--- src/rtl/phy_page_pkg.sv ---
// Package: shared phase and step encodings for the paged PHY sequencer.
// Assumes: nothing beyond IEEE 1800-2017.
package phy_page_pkg;

    // Top-level phase of a request
    typedef enum logic [1:0] {
        PH_IDLE   = 2'd0,
        PH_LOCK   = 2'd1,
        PH_XFER   = 2'd2,
        PH_UNLOCK = 2'd3
    } pps_phase_e;

    // Transaction step within PH_XFER; order is the issue order
    typedef enum logic [1:0] {
        ST_SAVE    = 2'd0,
        ST_SELECT  = 2'd1,
        ST_ACCESS  = 2'd2,
        ST_RESTORE = 2'd3
    } pps_step_e;

endpackage

--- src/rtl/pps_req_latch.sv ---
// Module: pps_req_latch
// Holds the accepted request, the page value saved from the PHY and the
// read result. Assumes capture is only raised while the sequencer is idle.
module pps_req_latch #(
    parameter int PHY_W  = 5,
    parameter int REG_W  = 5,
    parameter int PAGE_W = 8,
    parameter int DATA_W = 16
) (
    input  logic              clk,
    input  logic              rst_n,
    input  logic              capture,
    input  logic              in_paged,
    input  logic              in_write,
    input  logic [PHY_W-1:0]  in_phy,
    input  logic [REG_W-1:0]  in_reg,
    input  logic [REG_W-1:0]  in_page_reg,
    input  logic [PAGE_W-1:0] in_page,
    input  logic [DATA_W-1:0] in_wdata,
    input  logic              save_en,
    input  logic              rd_en,
    input  logic [DATA_W-1:0] xact_rdata,
    output logic              paged_q,
    output logic              write_q,
    output logic [PHY_W-1:0]  phy_q,
    output logic [REG_W-1:0]  reg_q,
    output logic [REG_W-1:0]  page_reg_q,
    output logic [PAGE_W-1:0] page_q,
    output logic [DATA_W-1:0] wdata_q,
    output logic [DATA_W-1:0] saved_page_q,
    output logic [DATA_W-1:0] rdata_q
);

    // Capture all request fields together at acceptance
    always_ff @(posedge clk) begin
        if (!rst_n) begin
            paged_q    <= 1'b0;
            write_q    <= 1'b0;
            phy_q      <= '0;
            reg_q      <= '0;
            page_reg_q <= '0;
            page_q     <= '0;
            wdata_q    <= '0;
        end else if (capture) begin
            paged_q    <= in_paged;
            write_q    <= in_write;
            phy_q      <= in_phy;
            reg_q      <= in_reg;
            page_reg_q <= in_page_reg;
            page_q     <= in_page;
            wdata_q    <= in_wdata;
        end
    end

    // Keep the page value read before it is overwritten
    always_ff @(posedge clk) begin
        if (!rst_n)       saved_page_q <= '0;
        else if (save_en) saved_page_q <= xact_rdata;
    end

    // Keep the result of the target read until the next one
    always_ff @(posedge clk) begin
        if (!rst_n)     rdata_q <= '0;
        else if (rd_en) rdata_q <= xact_rdata;
    end

    // request fields only change on acceptance
    a_r2_fields_held: assert property (@(posedge clk) disable iff (!rst_n)
        !capture |=> ($stable(reg_q) && $stable(phy_q) && $stable(write_q) && $stable(wdata_q)));

endmodule

--- src/rtl/pps_xact_fmt.sv ---
// Module: pps_xact_fmt
// Builds the fields of the current management transaction from the step.
// Assumes DATA_W > PAGE_W so the page number is zero-extended.
module pps_xact_fmt #(
    parameter int PHY_W  = 5,
    parameter int REG_W  = 5,
    parameter int PAGE_W = 8,
    parameter int DATA_W = 16
) (
    input  phy_page_pkg::pps_step_e step,
    input  logic              write_q,
    input  logic [PHY_W-1:0]  phy_q,
    input  logic [REG_W-1:0]  reg_q,
    input  logic [REG_W-1:0]  page_reg_q,
    input  logic [PAGE_W-1:0] page_q,
    input  logic [DATA_W-1:0] wdata_q,
    input  logic [DATA_W-1:0] saved_page_q,
    output logic              x_write,
    output logic [PHY_W-1:0]  x_phy,
    output logic [REG_W-1:0]  x_reg,
    output logic [DATA_W-1:0] x_wdata
);
    import phy_page_pkg::*;

    localparam int PAD_W = DATA_W - PAGE_W;

    logic [DATA_W-1:0] page_ext;
    assign page_ext = {{PAD_W{1'b0}}, page_q};
    assign x_phy    = phy_q;

    // Select op, register and data for the current step
    always_comb begin
        unique case (step)
            ST_SAVE: begin
                x_write = 1'b0;
                x_reg   = page_reg_q;
                x_wdata = '0;
            end
            ST_SELECT: begin
                x_write = 1'b1;
                x_reg   = page_reg_q;
                x_wdata = page_ext;
            end
            ST_ACCESS: begin
                x_write = write_q;
                x_reg   = reg_q;
                x_wdata = wdata_q;
            end
            default: begin
                x_write = 1'b1;
                x_reg   = page_reg_q;
                x_wdata = saved_page_q;
            end
        endcase
    end

endmodule

--- src/rtl/pps_ctrl.sv ---
// Module: pps_ctrl
// Sequencer: lock, up to four transactions, unlock, completion pulse.
// Assumes the management port raises mgmt_done once per started
// transaction, at least one cycle after the start.
module pps_ctrl (
    input  logic clk,
    input  logic rst_n,
    input  logic req_valid,
    input  logic in_paged,
    input  logic paged_q,
    input  logic write_q,
    input  logic bus_gnt,
    input  logic mgmt_done,
    output phy_page_pkg::pps_step_e step,
    output logic capture,
    output logic busy,
    output logic bus_req,
    output logic mgmt_start,
    output logic save_en,
    output logic rd_en,
    output logic resp_done
);
    import phy_page_pkg::*;

    pps_phase_e phase;
    logic       inflight;
    logic       done_q;
    logic       xact_end;

    assign capture    = req_valid && (phase == PH_IDLE);
    assign busy       = (phase != PH_IDLE);
    assign bus_req    = (phase == PH_LOCK) || (phase == PH_XFER);
    assign mgmt_start = (phase == PH_XFER) && !inflight;
    assign xact_end   = (phase == PH_XFER) && inflight && mgmt_done;
    assign save_en    = xact_end && (step == ST_SAVE);
    assign rd_en      = xact_end && (step == ST_ACCESS) && !write_q;
    assign resp_done  = done_q;

    // Phase and step progression
    always_ff @(posedge clk) begin
        if (!rst_n) begin
            phase    <= PH_IDLE;
            step     <= ST_ACCESS;
            inflight <= 1'b0;
            done_q   <= 1'b0;
        end else begin
            done_q <= 1'b0;
            if (mgmt_start) inflight <= 1'b1;
            unique case (phase)
                PH_IDLE: begin
                    if (req_valid) begin
                        phase <= PH_LOCK;
                        step  <= in_paged ? ST_SAVE : ST_ACCESS;
                    end
                end
                PH_LOCK: begin
                    if (bus_gnt) phase <= PH_XFER;
                end
                PH_XFER: begin
                    if (xact_end) begin
                        inflight <= 1'b0;
                        unique case (step)
                            ST_SAVE:   step <= ST_SELECT;
                            ST_SELECT: step <= ST_ACCESS;
                            ST_ACCESS: begin
                                if (paged_q) step  <= ST_RESTORE;
                                else         phase <= PH_UNLOCK;
                            end
                            default:   phase <= PH_UNLOCK;
                        endcase
                    end
                end
                default: begin
                    if (!bus_gnt) begin
                        phase  <= PH_IDLE;
                        done_q <= 1'b1;
                    end
                end
            endcase
        end
    end

    // no transaction without the lock
    a_r3_start_needs_grant: assert property (@(posedge clk) disable iff (!rst_n)
        mgmt_start |-> (bus_gnt && bus_req));

    // start is a single-cycle pulse
    a_r11_start_pulse: assert property (@(posedge clk) disable iff (!rst_n)
        mgmt_start |=> !mgmt_start);

    // the lock is only dropped right after a transaction completes
    a_r7_lock_until_last: assert property (@(posedge clk) disable iff (!rst_n)
        $fell(bus_req) |-> $past(mgmt_done));

    // completion is a single pulse with the block idle and unlocked
    a_r10_done_pulse: assert property (@(posedge clk) disable iff (!rst_n)
        resp_done |=> !resp_done);
    a_r10_done_idle: assert property (@(posedge clk) disable iff (!rst_n)
        resp_done |-> (!busy && !bus_req && !bus_gnt));

endmodule

--- src/rtl/phy_page_seq.sv ---
// Module: phy_page_seq (top)
// Paged PHY register access sequencer. Wraps one request in a locked
// save/select/access/restore series of management transactions, or a
// single direct access for unbanked registers and the page register.
// Assumes DATA_W > PAGE_W and STD_REGS < 2**REG_W.
module phy_page_seq #(
    parameter int PHY_W    = 5,
    parameter int REG_W    = 5,
    parameter int PAGE_W   = 8,
    parameter int DATA_W   = 16,
    parameter int STD_REGS = 16
) (
    input  logic              clk,
    input  logic              rst_n,
    input  logic [REG_W-1:0]  cfg_page_reg,
    input  logic              req_valid,
    input  logic              req_write,
    input  logic [PHY_W-1:0]  req_phy,
    input  logic [REG_W-1:0]  req_reg,
    input  logic [PAGE_W-1:0] req_page,
    input  logic [DATA_W-1:0] req_wdata,
    output logic              busy,
    output logic              resp_done,
    output logic [DATA_W-1:0] resp_rdata,
    output logic              bus_req,
    input  logic              bus_gnt,
    output logic              mgmt_start,
    output logic              mgmt_write,
    output logic [PHY_W-1:0]  mgmt_phy,
    output logic [REG_W-1:0]  mgmt_reg,
    output logic [DATA_W-1:0] mgmt_wdata,
    input  logic [DATA_W-1:0] mgmt_rdata,
    input  logic              mgmt_done
);
    import phy_page_pkg::*;

    localparam logic [REG_W-1:0] FIRST_BANKED = REG_W'(STD_REGS);

    logic              in_paged;
    logic              capture, save_en, rd_en;
    logic              paged_q, write_q;
    logic [PHY_W-1:0]  phy_q;
    logic [REG_W-1:0]  reg_q, page_reg_q;
    logic [PAGE_W-1:0] page_q;
    logic [DATA_W-1:0] wdata_q, saved_page_q;
    pps_step_e         step;

    // Banked target: above the standard set and not the page register
    assign in_paged = (req_reg >= FIRST_BANKED) && (req_reg != cfg_page_reg);

    pps_ctrl u_ctrl (
        .clk        (clk),
        .rst_n      (rst_n),
        .req_valid  (req_valid),
        .in_paged   (in_paged),
        .paged_q    (paged_q),
        .write_q    (write_q),
        .bus_gnt    (bus_gnt),
        .mgmt_done  (mgmt_done),
        .step       (step),
        .capture    (capture),
        .busy       (busy),
        .bus_req    (bus_req),
        .mgmt_start (mgmt_start),
        .save_en    (save_en),
        .rd_en      (rd_en),
        .resp_done  (resp_done)
    );

    pps_req_latch #(
        .PHY_W (PHY_W), .REG_W (REG_W), .PAGE_W (PAGE_W), .DATA_W (DATA_W)
    ) u_latch (
        .clk          (clk),
        .rst_n        (rst_n),
        .capture      (capture),
        .in_paged     (in_paged),
        .in_write     (req_write),
        .in_phy       (req_phy),
        .in_reg       (req_reg),
        .in_page_reg  (cfg_page_reg),
        .in_page      (req_page),
        .in_wdata     (req_wdata),
        .save_en      (save_en),
        .rd_en        (rd_en),
        .xact_rdata   (mgmt_rdata),
        .paged_q      (paged_q),
        .write_q      (write_q),
        .phy_q        (phy_q),
        .reg_q        (reg_q),
        .page_reg_q   (page_reg_q),
        .page_q       (page_q),
        .wdata_q      (wdata_q),
        .saved_page_q (saved_page_q),
        .rdata_q      (resp_rdata)
    );

    pps_xact_fmt #(
        .PHY_W (PHY_W), .REG_W (REG_W), .PAGE_W (PAGE_W), .DATA_W (DATA_W)
    ) u_fmt (
        .step         (step),
        .write_q      (write_q),
        .phy_q        (phy_q),
        .reg_q        (reg_q),
        .page_reg_q   (page_reg_q),
        .page_q       (page_q),
        .wdata_q      (wdata_q),
        .saved_page_q (saved_page_q),
        .x_write      (mgmt_write),
        .x_phy        (mgmt_phy),
        .x_reg        (mgmt_reg),
        .x_wdata      (mgmt_wdata)
    );

    // the restore writes back exactly the page read by the save
    a_r4_restore_saved: assert property (@(posedge clk) disable iff (!rst_n)
        (mgmt_start && step == ST_RESTORE) |-> (mgmt_write && mgmt_reg == page_reg_q
                                                && mgmt_wdata == saved_page_q));

endmodule

--- config.mk ---
export PLATFORM = sky130hd
export DESIGN_NAME = phy_page_seq
export DESIGN_NICKNAME = d
export VERILOG_FILES = /design/src/rtl/phy_page_pkg.sv /design/src/rtl/pps_req_latch.sv /design/src/rtl/pps_xact_fmt.sv /design/src/rtl/pps_ctrl.sv /design/src/rtl/phy_page_seq.sv
export SDC_FILE = /design/constraint.sdc
export NUM_CORES = 1
export LEC_CHECK = 0
export ABC_CLOCK_PERIOD_IN_PS = 2720
export BUFFER_PORTS_ARGS = -buffer_cell sky130_fd_sc_hd__buf_2
export CORE_ASPECT_RATIO = 0.5
export CORE_MARGIN = 1
export CORE_UTILIZATION = 54
export DETAILED_ROUTE_END_ITERATION = 8
export GPL_TIMING_DRIVEN = 0
export PLACE_DENSITY_LB_ADDON = 0.05
export SLEW_MARGIN = 20
export SYNTH_ARGS = -nofsm -noshare
export SYNTH_HDL_FRONTEND = slang
export SYNTH_SLANG_ARGS = --single-unit
--- constraint.sdc ---
create_clock -name clk -period 2.72 [get_ports clk]
set_input_delay 0.544 -clock clk [delete_from_list [all_inputs] [get_ports clk]]
set_output_delay 0.544 -clock clk [all_outputs]
set_load 0.02 [all_outputs]
# Word level (Yosys, flattened, before mapping)
# Cells that the tools add are included.
[word_totals] reg_bits=79 inputBits=61 output_inout_bits=47 elab_cells=67
[op_classes] order_cmp=1 n_eq_ne=13 muxes=20 bitwise=1 n_reduce_logical=19
[ops] cell="case mux 16 bit (3 select lines)" count=1
[ops] cell="two-way mux 2 bit" count=9
[ops] cell="case mux 2 bit (3 select lines)" count=2
[ops] cell="logical AND 1 bit" count=8
[ops] cell="case mux 2 bit (2 select lines)" count=2
[ops] cell="inequality test 2 bit (second input constant)" count=3
[ops] cell="AND reduction 6 bit" count=1
[ops] cell=">= comparator 5 bit (second input constant)" count=1
[ops] cell="two-way mux 5 bit" count=1
[ops] cell="inequality test 5 bit" count=1
[ops] cell="AND reduction 5 bit" count=1
[ops] cell="equality test 2 x 1 -> 1 bit (second input constant)" count=2
[ops] cell="equality test 2 bit (second input constant)" count=2
[ops] cell="zero test 2 bit" count=2
[ops] cell="two-way mux 1 bit" count=4
[ops] cell="inequality test 4 x 1 -> 1 bit (second input constant)" count=1
[ops] cell="inequality test 4 bit (second input constant)" count=1
[ops] cell="nonzero test 2 bit" count=2
[ops] cell="OR reduction 4 bit" count=1
[ops] cell="inequality test 3 x 2 -> 1 bit (second input constant)" count=1
[ops] cell="inequality test 3 bit (second input constant)" count=1
[ops] cell="zero test 1 bit" count=2
[ops] cell="inequality test 2 x 1 -> 1 bit (second input constant)" count=1
[ops] cell="case mux 1 bit (2 select lines)" count=1
[ops] cell="other kinds (3)" count=3

# Depth between registers and ports, before layout
[depth] word_depth=5 ltp_mapped=8 mapped_depth_nobuf=6

# Modules after synthesis
# From an unflattened synthesis, not the netlist that was laid out.
[hier_totals] cells_unflattened=347 hier_area_um2=3868.7
[modules_own_cells] module="pps_req_latch" n_inst=1 cells_each=236 area_per_inst_um2=2836.5 seq_area_each_um2=1461.4
[modules_own_cells] module="pps_ctrl" n_inst=1 cells_each=54 area_per_inst_um2=521.8 seq_area_each_um2=120.1
[modules_own_cells] module="pps_xact_fmt" n_inst=1 cells_each=50 area_per_inst_um2=460.4 seq_area_each_um2=0.0
[modules_own_cells] module="phy_page_seq" n_inst=1 cells_each=7 area_per_inst_um2=50.0 seq_area_each_um2=0.0

# Worst setup path before layout
# Ideal clock, no wire load.
[synth_path] path_kind="reg2out" startpoint="register u_ctrl.step[0]" endpoint="output port mgmt_wdata[0]" t_arrival_ns=1.562 required_time_ns=2.176 path_slack_ns=0.614 stages_incl_launch_ff=7 cell_sequence="dfxtp_1 > inv_1 > ha_1 > buf_6 > clkbuf_1 > a22oi_1 > o21ai_0"
[synth_between] elab_chain_cells=2 elab_cells_between_ends=4
[synth_lines] element="start, declared" line="pps_ctrl.sv:14" rtl="output phy_page_pkg::pps_step_e step,"
[synth_lines] element="start signal, assigned" line="pps_ctrl.sv:53" rtl="step <= in_paged ? ST_SAVE : ST_ACCESS;"
[synth_lines] element="equality test 2 bit (tied with other cells)" line="pps_xact_fmt.sv:33" rtl="unique case (step)"
[synth_lines] element="case mux 16 bit (3 select lines) *" line="pps_xact_fmt.sv:33"
[synth_lines] element="end, declared" line="phy_page_seq.sv:31" rtl="output logic [DATA_W-1:0] mgmt_wdata,"
# Mark *: on every way between the ends. The rest lies on a longest branch, timed or not.

# Worst setup path in the final report
[layout_path] startpoint="register u_ctrl.step[1]" endpoint="output port mgmt_wdata[7]"
# Same word-level chain as after synthesis.

==> flow_metrics.tcl <==
set metrics [dict create \
    status "finished, final reports clean" \
    post-route-period-util 0.932 \
    worstPathMaxFanout 9 \
    routed_wirelength_mm 8.83 \
    path_cells "inv_1 -> ha_1 -> clkbuf_1 -> a22oi_1 -> o21ai_0 -> buf_2" \
    clk_pin_slew_ps 60 \
    syn_nets 514 \
    cts_buffer_depth 2 \
    dieArea_mm2 0.00657 \
    p_per_area_mw_per_mm2 896 \
    worstMarginPinSlew_ps 594 \
    grt_setup_unrepaired "no" \
    seq_area_frac_synth 0.470 \
    r2r-end "u_latch.rdata_q[8]" \
    post-route-util 0.761 \
    ctsHtreeMaxLevel 3 \
    multi_input_area_mm2 0.00161 \
    grt_pass1_vias 3106 \
    clock-skew-final_ps 7.54 \
    regToRegSetupSlack_ps 710 \
    die_x_um 114 \
    place.gp.congestion 0.820 \
    syn2layout_area_growth_pct 29.6 \
    vdd_ir_drop_max_mv 0.637 \
    seq_area_mm2 0.00158 \
    grt_usage 0.284 \
    whs_endpoint "u_latch.page_q[6]" \
    synth.distinct_cells 36 \
    hold_viol 0 \
    syn_inst 443 \
    r2r_cells 7 \
    syn_area_mm2 0.00337 \
    postCtsSetupBuffers 0 \
    finalMaxSlewViolations 0 \
    ys.flop_type "dfxtp_1" \
    yosysWarnings 0 \
    cts_resized 0 \
    drc 0 \
    start_kind "register" \
    synth_top_area_frac 0.470 \
    setup_viol 0 \
    arrival_ps 1990 \
    synth-seq-cells 79 \
    crit_slowest_cell "clkbuf_1" \
    port_buffers 107 \
    path_class "register to output pin" \
    worstSetupEndpointType "output pin" \
    placementRows 19 \
    cap_violations 0 \
    hold_class "input port to register" \
    diodes 0 \
    ctsHoldBuffers 0 \
    relSlewSlack 0.604 \
    power_leakage_nw 1.88 \
    viasPerCell 5.19 \
    required_ps 2180 \
    max_freq_mhz 394 \
    cpPeakStageDelay_ps 420 \
    final.min_clock_period_ps 2540 \
    gr-total-overflow 0 \
    cts_root_buffer "clkbuf_16" \
    cp_top_family "buffers and inverters" \
    cts-buffers-inserted 9 \
    drtIter0Drc 245 \
    antenna_found_initial 0 \
    drt_first_pass_iters 5 \
    drive_above_1_share 0.242 \
    drtAntennaViolNets 0 \
    timing.rr.start "u_ctrl.phase[0]" \
    ys_top_cells_by_area "dfxtp_1 (47%), nand2_1 (19%), a21oi_1 (11%), ha_1 (3.7%), o21ai_0 (2.8%)" \
    initial_core_util 0.587 \
    fillerInstances 486 \
    async_flop_share 0 \
    path_buf_inv 3 \
    worstSkewPairLatency_ps 340 \
    synth_top_cell_by_area "dfxtp_1" \
    die_h_um 57.8 \
    min_path_cells 3 \
    dp_hpwl_mm 6.36 \
    grt_max_degree 14 \
    finalPower_w 0.00391 \
    final_nets 631 \
    wl_per_cell_um 13.6 \
    hp-start "req_page[6]" \
    core_mm2 0.00573 \
    cts.sinks 79 \
    finalSetupTns_ps 0 \
    cts_tree "done" \
    synth-edff-count 0 \
    avgSynthCellArea_um2 7.60 \
    vias 3368 \
    io_pins 108 \
    grt_pass1_wl_mm 14.1 \
]
power breakdown:
group | total (W) | internal (W) | switching (W)
sequential | 0.00137 | 0.00129 | 0.0000794
clock | 0.00142 | 0.000946 | 0.000471
combinational | 0.00112 | 0.000397 | 0.000725
total | 0.00391 | 0.00263 | 0.00128
cell families (layout without fill, tap and decap cells):
family | after synthesis | after routing | synth area share
AOI/OAI and AO/OA | 114 | 114 | 0.188
xor gates and xnor gates | 4 | 4 | 0.0104
adders and majority gates | 10 | 10 | 0.0372
buffers and inverters | 42 | 164 | 0.0524
DFF | 79 | 79 | 0.470
muxes | 6 | 6 | 0.0197
and+or+nand+nor | 188 | 188 | 0.222
cell usage in the layout, fill, tap and decap left out, drive strengths merged, types with 2 or more instances in the layout:
cell type,n
bufinv,3
ha,10
a22oi,9
dfxtp,79
xnor2,4
o21ai,19
a21oi,77
inv,11
mux2,5
and2,2
clkinv,3
clkbuf,36
and3,2
nand3,2
buf,111
nand2,173
nor2,2
cells in the mapped netlist, types with 2 or more instances:
library cell / number
clkbuf_2: 2
nand3_1: 2
xnor2_1: 4
a21oi_1: 77
and3_1: 2
mux2_2: 5
buf_4: 2
clkbuf_1: 24
dfxtp_1: 79
and2_1: 2
ha_1: 10
nand2_1: 173
a22oi_1: 9
inv_1: 11
o21ai_0: 19
nor2_1: 2
layer usage:
layer | up-vias | wire (um) | GRT usage
met5 | - | 0 | 0
met4 | 0 | 67 | 0.0921
li1 | 1694 | - | -
met1 | 1555 | 4090 | 0.367
met3 | 7 | 652 | 0.0931
met2 | 112 | 4030 | 0.456
worst max-delay path by stage:
stage,from,endpoint,cells past startpoint
after detailed placement,u_ctrl.step[0],mgmt_wdata[3],7
after CTS,u_ctrl.step[0],mgmt_wdata[3],7
after global placement,u_ctrl.step[0],mgmt_reg[0],6
after global routing,u_ctrl.step[1],mgmt_wdata[7],6
after floorplan,u_ctrl.step[0],mgmt_wdata[0],6
final,u_ctrl.step[1],mgmt_wdata[7],6
area by class of cell:
| type | instances | area share |
|---|---|---|
| inverters | 12 | 0.0103 |
| repair buffers | 107 | 0.123 |
| well taps | 84 | 0.0241 |
| clock buffers | 11 | 0.0580 |
| multi-input cells | 322 | 0.369 |
| plain buffers | 29 | 0.0296 |
| clock inverters | 5 | 0.0238 |
| flip-flops and latches | 79 | 0.363 |
through the flow:
stage,instance area [um^2],setup WS (ps),std cells,hold WS [ps]
finish,4360,184,649,438
global route,4360,91.8,649,436
CTS,4360,59.5,650,432
detailed placement,4010,440,634,444
global placement,4010,466,634,440
floorplan,3370,614,443,433
sequential cells by signal, indices dropped and copies added, names as in the netlist, 2 cells and up, named ones only:
register,flops
u_latch.page_q,8
u_latch.reg_q,5
u_latch.phy_q,5
u_ctrl.step,2
u_latch.saved_page_q,16
u_latch.page_reg_q,5
u_latch.wdata_q,16
u_latch.rdata_q,16
u_ctrl.phase,2
worst reg2reg max path, cell delays in order, from the launching register on:
cell and delay, ps:
dfxtp_1 390, inv_1 110, ha_1 290, and3_1 260
nand3_1 250, clkbuf_1 390, nand2_1 120, a21oi_1 140
Note: power is estimated with default switching activity, not from simulation.
